`src/rtl/hbus_pkg.sv`:
```
package hbus_pkg;

    typedef enum logic [2:0] {
        ST_IDLE,
        ST_WR_WAIT,
        ST_WR_HOLD,
        ST_RD_WAIT,
        ST_RD_DRIVE
    } hb_state_t;

endpackage

```
`src/rtl/hbus_addr_latch.sv`:
```
module hbus_addr_latch #(
    parameter int AW = 8
) (
    input  logic          clk,
    input  logic          rst_n,
    input  logic          cs_n,
    input  logic          ale,
    input  logic [AW-1:0] bus_in,
    output logic [AW-1:0] addr_q
);

    always_ff @(posedge clk) begin
        if (!rst_n) begin
            addr_q <= '0;
        end else if (!cs_n && ale) begin
            addr_q <= bus_in;
        end
    end


    latch_load_chk: assert property (@(posedge clk) disable iff (!rst_n)
        (!cs_n && ale) |=> (addr_q == $past(bus_in)));


    latch_hold_chk: assert property (@(posedge clk) disable iff (!rst_n)
        !(!cs_n && ale) |=> $stable(addr_q));

endmodule

```
`src/rtl/hbus_regfile.sv`:
```
module hbus_regfile #(
    parameter int RAW = 4,
    parameter int DW  = 8
) (
    input  logic           clk,
    input  logic           rst_n,
    input  logic           we,
    input  logic [RAW-1:0] waddr,
    input  logic [DW-1:0]  wdata,
    input  logic [RAW-1:0] raddr,
    output logic [DW-1:0]  rdata
);

    localparam int DEPTH = 1 << RAW;

    logic [DW-1:0] mem [DEPTH];

    generate
        for (genvar gi = 0; gi < DEPTH; gi++) begin : g_word
            always_ff @(posedge clk) begin
                if (!rst_n) begin
                    mem[gi] <= '0;
                end else if (we && (waddr == RAW'(gi))) begin
                    mem[gi] <= wdata;
                end
            end
        end
    endgenerate

    assign rdata = mem[raddr];


    commit_store_chk: assert property (@(posedge clk) disable iff (!rst_n)
        we |=> (mem[$past(waddr)] == $past(wdata)));

endmodule

```
`src/rtl/hbus_ctrl.sv`:
```
module hbus_ctrl
    import hbus_pkg::*;
#(
    parameter int ACC_CYCLES = 3
) (
    input  logic clk,
    input  logic rst_n,
    input  logic cs_n,
    input  logic wr_n,
    input  logic rd_n,
    output logic start_o,
    output logic wcap_o,
    output logic commit_o,
    output logic rd_load_o,
    output logic rdy_oe_o,
    output logic data_oe_o
);

    localparam int CNT_W = (ACC_CYCLES < 2) ? 1 : $clog2(ACC_CYCLES);
    localparam logic [CNT_W-1:0] CNT_LOAD = CNT_W'(ACC_CYCLES - 1);

    hb_state_t        state, nxt;
    logic [CNT_W-1:0] cnt;
    logic             wr_act, rd_act, cnt_zero;

    assign wr_act   = !cs_n && !wr_n;
    assign rd_act   = !cs_n && !rd_n;
    assign cnt_zero = (cnt == '0);

    always_comb begin
        nxt = state;
        unique case (state)
            ST_IDLE: begin
                if (wr_act)      nxt = ST_WR_WAIT;
                else if (rd_act) nxt = ST_RD_WAIT;
            end
            ST_WR_WAIT: begin
                if (!wr_act)        nxt = ST_IDLE;
                else if (cnt_zero)  nxt = ST_WR_HOLD;
            end
            ST_WR_HOLD: begin
                if (!wr_act) nxt = ST_IDLE;
            end
            ST_RD_WAIT: begin
                if (!rd_act)        nxt = ST_IDLE;
                else if (cnt_zero)  nxt = ST_RD_DRIVE;
            end
            ST_RD_DRIVE: begin
                if (!rd_act) nxt = ST_IDLE;
            end
            default: nxt = ST_IDLE;
        endcase
    end

    always_ff @(posedge clk) begin
        if (!rst_n) begin
            state <= ST_IDLE;
            cnt   <= '0;
        end else begin
            state <= nxt;
            if (start_o) begin
                cnt <= CNT_LOAD;
            end else if ((state == ST_WR_WAIT || state == ST_RD_WAIT) && !cnt_zero) begin
                cnt <= cnt - 1'b1;
            end
        end
    end

    always_comb begin
        start_o   = (state == ST_IDLE) && (wr_act || rd_act);
        wcap_o    = wr_act && (state == ST_IDLE || state == ST_WR_WAIT || state == ST_WR_HOLD);
        commit_o  = (state == ST_WR_WAIT || state == ST_WR_HOLD) && !wr_act;
        rd_load_o = (state == ST_RD_WAIT) && rd_act && cnt_zero;
        rdy_oe_o  = (state == ST_WR_WAIT) || (state == ST_RD_WAIT);
        data_oe_o = (state == ST_RD_WAIT) || (state == ST_RD_DRIVE);
    end


    cs_idle_chk: assert property (@(posedge clk) disable iff (!rst_n)
        (state == ST_IDLE && cs_n) |=> (state == ST_IDLE));


    oe_rise_chk: assert property (@(posedge clk) disable iff (!rst_n)
        $rose(data_oe_o) |-> $past(rd_act));


    rdy_hold_chk: assert property (@(posedge clk) disable iff (!rst_n)
        ((state == ST_WR_WAIT || state == ST_RD_WAIT) && !cnt_zero
         && (wr_act || rd_act)) |=> rdy_oe_o);


    wr_prio_chk: assert property (@(posedge clk) disable iff (!rst_n)
        (state == ST_IDLE && wr_act && rd_act) |=> (state == ST_WR_WAIT));


    rd_abort_chk: assert property (@(posedge clk) disable iff (!rst_n)
        (state == ST_RD_WAIT && !rd_act) |=> (!rdy_oe_o && !data_oe_o));

endmodule

```
`src/rtl/hbus_slave.sv`:
```
module hbus_slave
    import hbus_pkg::*;
#(
    parameter int AW         = 8,
    parameter int DW         = 8,
    parameter int REG_AW     = 4,
    parameter int ACC_CYCLES = 3
) (
    input  logic          clk,
    input  logic          rst_n,
    input  logic          mux_mode,
    input  logic          cs_n,
    input  logic          ale,
    input  logic          wr_n,
    input  logic          rd_n,
    input  logic [AW-1:0] addr_in,
    input  logic [DW-1:0] data_in,
    output logic [DW-1:0] data_out,
    output logic          data_oe,
    output logic          rdy_o,
    output logic          rdy_oe
);

    logic [AW-1:0] latched_addr, acc_addr_q, start_addr;
    logic [DW-1:0] wdata_q, rdata_q, rf_rdata;
    logic          start, wcap, commit, rd_load;

    hbus_addr_latch #(.AW(AW)) i_latch (
        .clk    (clk),
        .rst_n  (rst_n),
        .cs_n   (cs_n),
        .ale    (ale),
        .bus_in (data_in[AW-1:0]),
        .addr_q (latched_addr)
    );

    hbus_ctrl #(.ACC_CYCLES(ACC_CYCLES)) i_ctrl (
        .clk       (clk),
        .rst_n     (rst_n),
        .cs_n      (cs_n),
        .wr_n      (wr_n),
        .rd_n      (rd_n),
        .start_o   (start),
        .wcap_o    (wcap),
        .commit_o  (commit),
        .rd_load_o (rd_load),
        .rdy_oe_o  (rdy_oe),
        .data_oe_o (data_oe)
    );

    hbus_regfile #(.RAW(REG_AW), .DW(DW)) i_regs (
        .clk   (clk),
        .rst_n (rst_n),
        .we    (commit),
        .waddr (acc_addr_q[REG_AW-1:0]),
        .wdata (wdata_q),
        .raddr (acc_addr_q[REG_AW-1:0]),
        .rdata (rf_rdata)
    );

    always_comb begin
        if (mux_mode) begin
            start_addr = (ale && !cs_n) ? data_in[AW-1:0] : latched_addr;
        end else begin
            start_addr = addr_in;
        end
    end

    always_ff @(posedge clk) begin
        if (!rst_n) begin
            acc_addr_q <= '0;
            wdata_q    <= '0;
            rdata_q    <= '0;
        end else begin
            if (start)   acc_addr_q <= start_addr;
            if (wcap)    wdata_q    <= data_in;
            if (rd_load) rdata_q    <= rf_rdata;
        end
    end

    assign data_out = rdata_q;
    assign rdy_o    = 1'b0;


    rdy_low_chk: assert property (@(posedge clk) disable iff (!rst_n)
        rdy_oe |-> !rdy_o);

endmodule

```
`config.mk`:
```
export PLATFORM = sky130hd
export DESIGN_NAME = hbus_slave
export DESIGN_NICKNAME = d
export VERILOG_FILES = /design/src/rtl/hbus_pkg.sv /design/src/rtl/hbus_addr_latch.sv /design/src/rtl/hbus_regfile.sv /design/src/rtl/hbus_ctrl.sv /design/src/rtl/hbus_slave.sv
export SDC_FILE = /design/constraint.sdc
export NUM_CORES = 1
export LEC_CHECK = 0
export BUFFER_PORTS_ARGS = -buffer_cell sky130_fd_sc_hd__buf_2
export CAP_MARGIN = 20
export CORE_MARGIN = 2
export CORE_UTILIZATION = 35
export CTS_CLUSTER_DIAMETER = 80
export DETAILED_ROUTE_END_ITERATION = 8
export GPL_ROUTABILITY_DRIVEN = 0
export SYNTH_ARGS = -nofsm -noshare
export SYNTH_HDL_FRONTEND = slang
export SYNTH_SLANG_ARGS = --single-unit
```
`constraint.sdc`:
```
create_clock -name clk -period 3.35 [get_ports clk]
set_clock_uncertainty 0.2 [all_clocks]
set_input_delay 0.5025 -clock clk [delete_from_list [all_inputs] [get_ports clk]]
set_output_delay 0.5025 -clock clk [all_outputs]
set_load 0.02 [all_outputs]
```
* Word level (Yosys, flattened, before mapping) *
Memories as Yosys holds them, arrays and structs flattened. A register that Yosys moved wholly into a read port is not among the register bits.
Cells that the tools add are included.

operators by class
  $add $sub $neg = 1
  equality and inequality tests = 24
  mux-type cells = 78
  bitwise gates (word level) = 17
  reduce and logical (&&, ||, !) cells = 43

operators with widths
  operator            count
  $mux 8              17
  $mux 1              49
  $eq 4x4->1 const B  8
  $logic_and 1x1->1   25
  $mux 3              8
  $eq 4x3->1 const B  4
  $or 1x1->1          16
  $pmux 3 s5          1
  $eq 4x2->1 const B  2
  $eq 3x2->1 const B  2
  $logic_not 1->1     6
  $logic_or 1x1->1    6
  $ne 3x3->1 const B  2
  $reduce_and 5->1    1
  $eq 4x1->1 const B  1
  $logic_not 4->1     1
  $mux 2              2
  $mux 4              1
  $ne 2x2->1 const B  2
  $eq 3x1->1 const B  1
  $eq 3x3->1 const B  1
  $logic_not 3->1     1
  $ne 3x1->1 const B  1
  $logic_not 2->1     1
  4 further kinds     4

storage, ports and cells
  flip-flop bits (word level) = 25
  bits in writable memories = 128
  input bits = 23
  output and inout bits = 11
  logic and storage cells = 170
  memories kept = 1

memories
  name        depth  bits a word  read ports  clocked after Yosys merged registers in  write ports  line                RTL
  i_regs.mem  16     8            1           1                                        16           hbus_regfile.sv:16  logic [DW-1:0] mem [DEPTH];

* Logic depth before layout (Yosys ltp) *
Gate-level depths: netlist of run 1.

  word-level depth = 9
  gate-level depth with buffers = 7

* Hierarchy *
Synthesis of run 1 repeated with hierarchy kept, for this count alone.

second synthesis, totals
  cells, all modules = 545
  area total of the unflattened synthesis = 7527.2 um^2

by module, submodules not included
  module           instances  cells an instance  area an instance (um^2)
  hbus_regfile     1          381                5945.7
  hbus_slave       1          81                 869.6
  hbus_ctrl        1          47                 381.6
  hbus_addr_latch  1          36                 330.3

* Worst setup path before layout of run 1 *
Ideal clock, no wire load.

  path kind = input to register
  from = input cs_n
  to = memory i_regs.mem[12][0] (enable)
  arrival time = 2.004 ns
  slack = 0.762 ns
  stages on the path = 6
  cells stage by stage = buf_6 -> o21ba_2 -> clkbuf_1 -> nand2_1 -> or3_1 -> o21ai_0

RTL lines
  element      line                RTL
  from (decl)  hbus_slave.sv:12    input logic cs_n,
  to (decl)    hbus_regfile.sv:16

* Worst setup path after layout of run 1 *
  from = register i_ctrl.state[0]
  to = register rdata_q[1], in the netlist data_out[1], read port of i_regs.mem

on the way
  longest elaborated chain between the ends = 3

RTL lines
  element                         line              RTL
  from (decl)                     hbus_ctrl.sv:22   hb_state_t state, nxt;
  from (signal assigned)          hbus_ctrl.sv:60   state <= nxt;
  $eq 3x2->1                      hbus_ctrl.sv:73   rd_load_o = (state == ST_RD_WAIT) && rd_act && cnt_zero;
  $logic_and 1x1->1 (2 in a row)  hbus_ctrl.sv:73
  to (decl)                       hbus_slave.sv:25  logic [DW-1:0] wdata_q, rdata_q, rf_rdata;

Every way passes these cells.
A chain may end at the register's enable or synchronous reset.

==> results.json, run 1 <==
{
  "antenna_left": 0,
  "crit_type": "flip-flop to flip-flop",
  "end_kind": "flip-flop",
  "cap_violations": 0,
  "critPathArrivalTime_ns": 2.60,
  "placed_cell_area_um2": 7730,
  "die_y_um": 148,
  "clk_latency_ns": 0.43,
  "hpwl_um": 10800,
  "crit_buf_inv": 0,
  "worstPathCellList": "nand4b_1 -> nor3_1 -> nand3b_1 -> o221ai_1",
  "ys_ff_latch": 157,
  "reg2reg_from": "i_ctrl.state[0]",
  "p_per_area_nw_per_um2": 593,
  "crit_path_max_incr_delay_ns": 0.67,
  "routed_via_density": 5.08,
  "worstHoldStart": "data_in[5]",
  "vias": 4251,
  "setup_violations": 0,
  "cp.required_ns": 3.49,
  "port_buffers": 28,
  "die_area_um2": 21900,
  "synthToLayoutAreaGrowth_pct": 14.6,
  "fmax_ghz": 0.407,
  "numCtsBuffers": 17,
  "startpoint_type": "flip-flop",
  "ctsHoldBuffers": 0,
  "cts_resized": 0,
  "start_util_pct": 35.7,
  "io_pins": 34,
  "cts_setup_buffers": 0,
  "rsz0062_at_grt": "no",
  "yosysWarnings": 0,
  "hp-class": "primary input to flip-flop",
  "core-area_um2": 20300,
  "drive_above_1_share_pct": 20.9,
  "slew_headroom_pct": 41.4,
  "most-common-layout-cells": "and2_1, edfxtp_1, mux4_2, mux2i_1",
  "vdd_drop_max_mv": 0.221,
  "cpMaxStageDelayCell": "dfxtp_1",
  "avgSynthCellArea_um2": 14.0,
  "clock_path_buffers": 2,
  "finalWirelength_um": 16400,
  "overflow": 0,
  "timing.final.hold_violations": 0,
  "drc_errors": 0,
  "htreeDepth": 4,
  "final_common_cell": "and2_1",
  "num-fill-cells": 1866,
  "drt_pass1_iterations": 5,
  "grt_pass1_wl_um": 24700,
  "stdcell_area_um2": 8310,
  "syn_nets": 544,
  "wl_per_cell_um": 19.6,
  "grt_max_degree": 49,
  "min_period_ns": 2.46,
  "row_count": 52,
  "yosysSeqAreaShare_pct": 61.0,
  "finalSetupTns_ns": 0,
  "clk_pin_slew_ns": 0.06,
  "period_share_pct": 73.4,
  "gr-usage-all-layers_pct": 15.6,
  "drt_iter0_drc": 391,
  "syn-instance-count": 520,
  "critPathLaunch": "i_ctrl.state[0]",
  "tightest_slew_ns": 0.879,
  "postSynth.asyncResetShare_pct": 0,
  "clock-sinks": 157,
  "drv_slew": 0,
  "nets": 576,
  "cts_tree": "done",
  "power.leakage_nw": 3.04,
  "synthesis.area_um2": 7260,
  "antenna_found_initial": 0,
  "cp_max_fo": 11,
  "die_w_um": 148,
  "status": "completed",
  "cts_root_buffer": "clkbuf_16",
  "synth_edf_count": 128,
  "critPathTopFamily": "simple AND/OR/NAND/NOR gates",
  "synth_cell_types": 44,
  "final-instance-count-excl-fill": 836,
  "place_inst": 803,
  "ys.flop_type": "edfxtp_1",
  "grt_pass1_vias": 4303
}
[report_power, final]
part | switching [mW] | leakage [nW] | internal [mW]
clock network | 0.746 | 0.276 | 1.13
logic | 0.366 | 1.20 | 0.310
registers | 0.144 | 1.56 | 2.23
[state kept, by name (all words and copies together), names as in the netlist]
name,count
acc_addr_q,4
data_out,8
i_ctrl.cnt,2
i_ctrl.state,3
i_latch.addr_q,4
i_regs.mem,128
wdata_q,8
[worst register-to-register path, stage by stage (launching register included)]
cell	delay, ns
dfxtp_1	0.67
nand4b_1	0.25
nor3_1	0.53
nand3b_1	0.42
o221ai_1	0.30
[area by class of cell]
class / count / area [um2] / area share [%]
sequential: 157 / 4430 / 53.2
multi-input combinational: 325 / 2650 / 31.9
clock buffer: 22 / 464 / 5.58
tap: 270 / 338 / 4.06
timing repair buffer: 48 / 303 / 3.64
clock inverter: 10 / 115 / 1.38
inverter: 3 / 11.3 / 0.135
antenna: 1 / 2.50 / 0.0301
[synthesized netlist by cell type (all sizes together) (2+ instances only)]
| cell | number | area share (%) |
|---|---|---|
| nand3 | 9 | 0.62 |
| a211oi | 2 | 0.21 |
| mux2i | 30 | 4.1 |
| a21boi | 5 | 0.52 |
| a21oi | 5 | 0.34 |
| nand2b | 3 | 0.26 |
| and2 | 129 | 11 |
| o221a | 2 | 0.31 |
| or3b | 2 | 0.24 |
| a211o | 4 | 0.48 |
| inv | 3 | 0.16 |
| nor2 | 24 | 1.2 |
| nor2b | 14 | 1.2 |
| edfxtp | 128 | 53 |
| nand4 | 3 | 0.26 |
| o21ai | 19 | 1.3 |
| dfxtp | 29 | 8.0 |
| or3 | 2 | 0.17 |
| clkbuf | 23 | 1.2 |
| xnor2 | 2 | 0.24 |
| mux4 | 31 | 9.6 |
| o221ai | 7 | 0.84 |
| nand2 | 12 | 0.62 |
| buf | 12 | 1.1 |
| nand4b | 5 | 0.60 |
| nor3b | 2 | 0.28 |
| nor3 | 2 | 0.14 |
[per-stage QoR]
step / utilization [%] / hold slack (ns) / setup WS (ns) / power [mW]
floorplan: - / 0.283 / 0.762 / 2.88
global placement: 38.1 / 0.267 / 0.888 / 3.07
detailed placement: 38.1 / 0.268 / 0.878 / 3.10
CTS: 40.9 / 0.122 / 0.873 / 4.97
global route: 40.9 / 0.137 / 0.708 / 5.11
finish: 40.9 / 0.134 / 0.892 / 4.93
[kinds of logic (layout without fill, tap and decap cells)]
family          Yosys count  count (layout)  share of synthesized area (%)
flops                   157             157                           61.0
compound gates           48              48                           4.76
mux                      62              62                           13.9
fa+ha+maj                 1               1                          0.172
other cells               1               2                         0.0517
simple gates            210             210                           17.0
xor+xnor                  3               3                          0.621
buf+inv                  38              83                           2.47
[final timing paths]
kind,cells past startpoint,end,slack (ns)
worst max-delay path,4,data_out[1],0.89
worst min-delay path,3,wdata_q[5],0.13
worst max register to register,4,data_out[1],0.89
worst min register to register,2,data_out[2],0.29
[metal layers]
metal | vias up | wire [um] | global-route usage (%)
li1 | 1976 | - | -
met1 | 2143 | 6790 | 20.0
met2 | 110 | 8290 | 25.8
met3 | 22 | 858 | 3.36
met4 | 0 | 418 | 6.14
met5 | - | 0 | 0
(Power assumes the default switching activity.)
==> run 2, diff against run 1 <==
clock period = 2.1 ns   (was 3.35 ns; I/O delays follow)
==> results.json, run 2 (same netlist as run 1, synthesis figures left out) <==
{
  "wl_per_cell_um": 18.8,
  "gr-usage-all-layers_pct": 16.0,
  "r2r_end": "i_regs.mem[6][6]",
  "regMostFlops": "i_regs.mem",
  "rsz0062_at_grt": "yes",
  "cpMaxStageDelayCell": "nor2_1",
  "row_count": 52,
  "die_w_um": 148,
  "hp-class": "primary input to flip-flop",
  "end_kind": "flip-flop",
  "cap_violations": 0,
  "worstHoldStart": "rst_n",
  "hold_end": "wdata_q[4]",
  "clk_latency_ns": 0.42,
  "drc_errors": 0,
  "drt_pass1_iterations": 4,
  "critPathArrivalTime_ns": 2.12,
  "p_sw_share_pct": 25.1,
  "ff2ff_setup_slack_ns": 0.07,
  "io_pins": 34,
  "slew_headroom_pct": 53.1,
  "final-instance-count-excl-fill": 873,
  "crit_path_max_incr_delay_ns": 0.48,
  "reg2reg_from": "acc_addr_q[1]",
  "overflow": 0,
  "cp_max_fo": 12,
  "setup_violations": 0,
  "cp.required_ns": 2.19,
  "most-common-layout-cells": "and2_1, edfxtp_1, buf_4, mux4_2, mux2i_1",
  "vias": 4307,
  "worstPathCellList": "buf_12 -> and2_1 -> nand4b_1 -> nor2_1 -> and2_1",
  "nets": 614,
  "p_comb_share_pct": 16.5,
  "timing.final.hold_violations": 0,
  "hold_ws_ns": 0.0674,
  "placed_cell_area_um2": 8010,
  "antenna_cells": 0,
  "synthToLayoutAreaGrowth_pct": 20.0,
  "die_area_um2": 21900,
  "status": "completed",
  "grt_pass1_wl_um": 26100,
  "grt_pass1_vias": 4657,
  "antenna_found_initial": 0,
  "largest_reg_flops": 128,
  "p_per_area_nw_per_um2": 928,
  "num-fill-cells": 1902,
  "clk_pin_slew_ns": 0.06,
  "clock_path_buffers": 2,
  "critPathTopFamily": "simple AND/OR/NAND/NOR gates",
  "numCtsBuffers": 17,
  "routed_via_density": 4.93,
  "core-area_um2": 20300,
  "drt_iter0_drc": 309,
  "cts_tree": "done",
  "crit_type": "flip-flop to flip-flop",
  "vdd_drop_max_mv": 0.458,
  "power.leakage_nw": 3.24,
  "tightest_slew_ns": 0.703,
  "power.internal_mw": 6.05,
  "min_period_ns": 2.03,
  "final_common_cell": "and2_1",
  "antenna_left": 0,
  "reg2reg_depth": 5,
  "place_inst": 832,
  "start_util_pct": 35.7,
  "finalWirelength_um": 16400,
  "die_y_um": 148,
  "crit_buf_inv": 1,
  "drive_above_1_share_pct": 25.4,
  "p_sw_mw": 2.03,
  "drv_slew": 0,
  "finalSetupTns_ns": 0,
  "grt_max_degree": 43,
  "port_buffers": 28,
  "critPathLaunch": "acc_addr_q[1]",
  "pwr-share-seq_pct": 45.9,
  "cp_common_cell": "and2_1",
  "hpwl_um": 11300,
  "power.share.clock_pct": 37.6,
  "cts_root_buffer": "clkbuf_16",
  "holdPathStages": 2,
  "period_share_pct": 96.8,
  "htreeDepth": 4,
  "clock-sinks": 157,
  "fmax_ghz": 0.492,
  "stdcell_area_um2": 8700,
  "startpoint_type": "flip-flop"
}
-- run 2: power groups by stage --
stage / clock (mW) / sequential (mW) / combinational [mW]
detailed placement: 0 / 3.78 / 1.32
global placement: 0 / 3.76 / 1.30
global route: 3.20 / 3.74 / 1.44
CTS: 3.08 / 3.71 / 1.34
floorplan: 0 / 3.69 / 0.916
finish: 3.03 / 3.71 / 1.33
-- run 2: worst reg2reg max path: stages, from the launching register on --
cell      delay, ns
dfxtp_2        0.46
buf_12         0.20
and2_1         0.15
nand4b_1       0.20
nor2_1         0.48
and2_1         0.21
-- run 2: final cells by class --
cell class | instances | area [um2] | share of cell area, %
sequential | 157 | 4430 | 50.9
multi-input combinational | 325 | 2670 | 30.7
timing repair buffer | 86 | 673 | 7.73
clock buffer | 19 | 433 | 4.97
tap | 270 | 338 | 3.88
clock inverter | 13 | 149 | 1.71
inverter | 3 | 11.3 | 0.129
-- run 2: metal layers --
layer  vias up  GRT usage [%]  routed length, um
li1       2048              -                  -
met1      2165           20.5               7080
met2        76           27.7               8490
met3        18           2.41                500
met4         0           6.10                329
met5         -              0                  0
-- run 2: metrics by stage --
stage | worst slack (ns) | power [mW] | util (%)
final | 0.0675 | 8.08 | 42.9
after global routing | -0.0929 | 8.38 | 42.9
after detailed placement | 0.0134 | 5.10 | 39.5
after CTS | 0.0560 | 8.13 | 42.8
after global placement | 0.0585 | 5.06 | 39.5
after floorplan | -0.124 | 4.60 | -
-- run 2: worst max path at each step --
stage / end / cells after the start
6_report: i_regs.mem[6][6] / 5
5_1_grt: i_regs.mem[14][3] / 5
4_1_cts: i_regs.mem[13][6] / 5
3_5_place_dp: i_regs.mem[13][6] / 6
3_3_place_gp: i_regs.mem[13][4] / 6
2_1_floorplan: i_regs.mem[5][0] / 4
-- run 2: what timing repair did --
action                                 in CTS  in global routing
hold buffers                                9                  0
setup endpoints to repair                   0                 45
buffers inserted                            0                  0
endpoints found under the hold margin       9                  0
gates resized for setup                     0                  6
==> run 3, diff against run 2 <==
REMOVE_ABC_BUFFERS = 1   (was unset)
==> results.json, run 3 (same netlist as run 1, synthesis figures left out) <==
{
  "status": "completed",
  "clk_latency_ns": 0.43,
  "cts_root_buffer": "clkbuf_16",
  "clock_path_buffers": 2,
  "timing.final.hold_violations": 0,
  "power.leakage_nw": 3.25,
  "ff2ff_setup_slack_ns": 0.05,
  "grt_pass1_vias": 4541,
  "die_w_um": 148,
  "port_buffers": 28,
  "antenna_left": 0,
  "stdcell_area_um2": 8690,
  "drive_above_1_share_pct": 24.7,
  "hold_end": "acc_addr_q[0]",
  "grt_max_degree": 36,
  "drt_pass1_iterations": 5,
  "grt_pass1_wl_um": 25700,
  "die_area_um2": 21900,
  "synthToLayoutAreaGrowth_pct": 19.7,
  "drv_slew": 0,
  "cp.required_ns": 2.19,
  "layout_setup_ws_ns": 0.0459,
  "drt_iter0_drc": 288,
  "cap_violations": 0,
  "regMostFlops": "i_regs.mem",
  "routed_via_density": 4.99,
  "rsz0062_at_grt": "yes",
  "tightest_slew_ns": 0.704,
  "power.total_mw": 8.24,
  "p_per_area_nw_per_um2": 948,
  "cts_tree": "done",
  "antenna_found_initial": 0,
  "largest_reg_flops": 128,
  "antenna_cells": 0,
  "nets": 607,
  "end_kind": "flip-flop",
  "htreeDepth": 4,
  "reg2reg_depth": 5,
  "wl_per_cell_um": 18.9,
  "num-fill-cells": 1863,
  "core-area_um2": 20300,
  "slew_headroom_pct": 53.0,
  "startpoint_type": "flip-flop",
  "final_common_cell": "and2_1",
  "fmax_ghz": 0.487,
  "period_share_pct": 97.8,
  "drc_errors": 0,
  "finalWirelength_um": 16400,
  "critPathArrivalTime_ns": 2.14,
  "place_inst": 825,
  "min_period_ns": 2.05,
  "final-instance-count-excl-fill": 866,
  "gr-usage-all-layers_pct": 16.0,
  "hpwl_um": 11100,
  "holdPathStages": 4,
  "setup_violations": 0,
  "finalSetupTns_ns": 0,
  "post-route-util_pct": 42.8,
  "vias": 4319,
  "placed_cell_area_um2": 7930,
  "overflow": 0,
  "die_y_um": 148,
  "numCtsBuffers": 17,
  "worstHoldStart": "addr_in[0]",
  "clk_pin_slew_ns": 0.06,
  "vdd_drop_max_mv": 0.621,
  "most-common-layout-cells": "and2_1, edfxtp_1, buf_4, mux4_2, mux2i_1",
  "start_util_pct": 35.7,
  "cp_max_fo": 15,
  "hold_ws_ns": 0.0852,
  "cts_setup_buffers": 0,
  "hp-class": "primary input to flip-flop",
  "r2r_end": "i_regs.mem[5][4]",
  "crit_type": "flip-flop to flip-flop",
  "io_pins": 34,
  "reg2reg_from": "acc_addr_q[1]",
  "row_count": 52,
  "clock-sinks": 157,
  "place_ws_ns": 0.0327
}
## run 3: changes by cell type in the layout (fill, tap and decap cells not counted), moves of 2 or more
cell | previous run | this run
clkinv_1 | 2 | 0
buf_4 | 43 | 38
clkinvlp_4 | 3 | 0
o21ai_1 | 12 | 0
clkbuf_16 | 17 | 23
o21ai_0 | 6 | 19
bufinv_16 | 3 | 0
clkbuf_8 | 0 | 3
buf_12 | 6 | 4
## run 3: worst max-delay path by stage
stage / from / end / slack (ns) / cells after the start
after floorplan: acc_addr_q[1] / i_regs.mem[7][0] / -1.11 / 2
after global placement: wr_n / i_regs.mem[13][7] / 0.10 / 6
after detailed placement: wr_n / i_regs.mem[5][4] / 0.03 / 6
after CTS: acc_addr_q[1] / data_out[6] / 0.05 / 4
after global routing: acc_addr_q[1] / i_regs.mem[13][1] / -0.09 / 5
final: acc_addr_q[1] / i_regs.mem[5][4] / 0.05 / 5
## run 3: critical path, cell delays in order, from the launching register on
cell	delay [ns]
dfxtp_2	0.40
buf_12	0.19
nor2b_1	0.15
nand4_1	0.23
nor2_1	0.52
and2_1	0.21
## run 3: repair_timing
item / 4_1_cts / 5_1_grt
hold endpoints to repair: 11 / 0
hold buffers: 9 / 0
endpoints found under the setup margin: 0 / 40
gates resized for setup: 0 / 5
## run 3: report_power, final
group	internal (mW)	switching, mW	leakage [nW]
Sequential	3.56	0.151	1.56
Combinational	0.590	0.691	1.36
Clock	2.03	1.21	0.327
## run 3: per-layer routing
layer  up-vias  track usage [%]  wire, um
met1      2175             20.6      7300
met4         0             5.52       253
met3        17             3.67       625
li1       2031                -         -
met2        96             26.8      8180
met5         -                0         0
## run 3: layout make-up
class | count | area, um2 | area share [%]
Sequential cell | 157 | 4430 | 51.0
Multi-Input combinational cell | 325 | 2660 | 30.7
Clock buffer | 27 | 621 | 7.14
Timing Repair Buffer | 79 | 596 | 6.86
Tap cell | 270 | 338 | 3.89
Clock inverter | 5 | 30.0 | 0.346
Inverter | 3 | 11.3 | 0.130
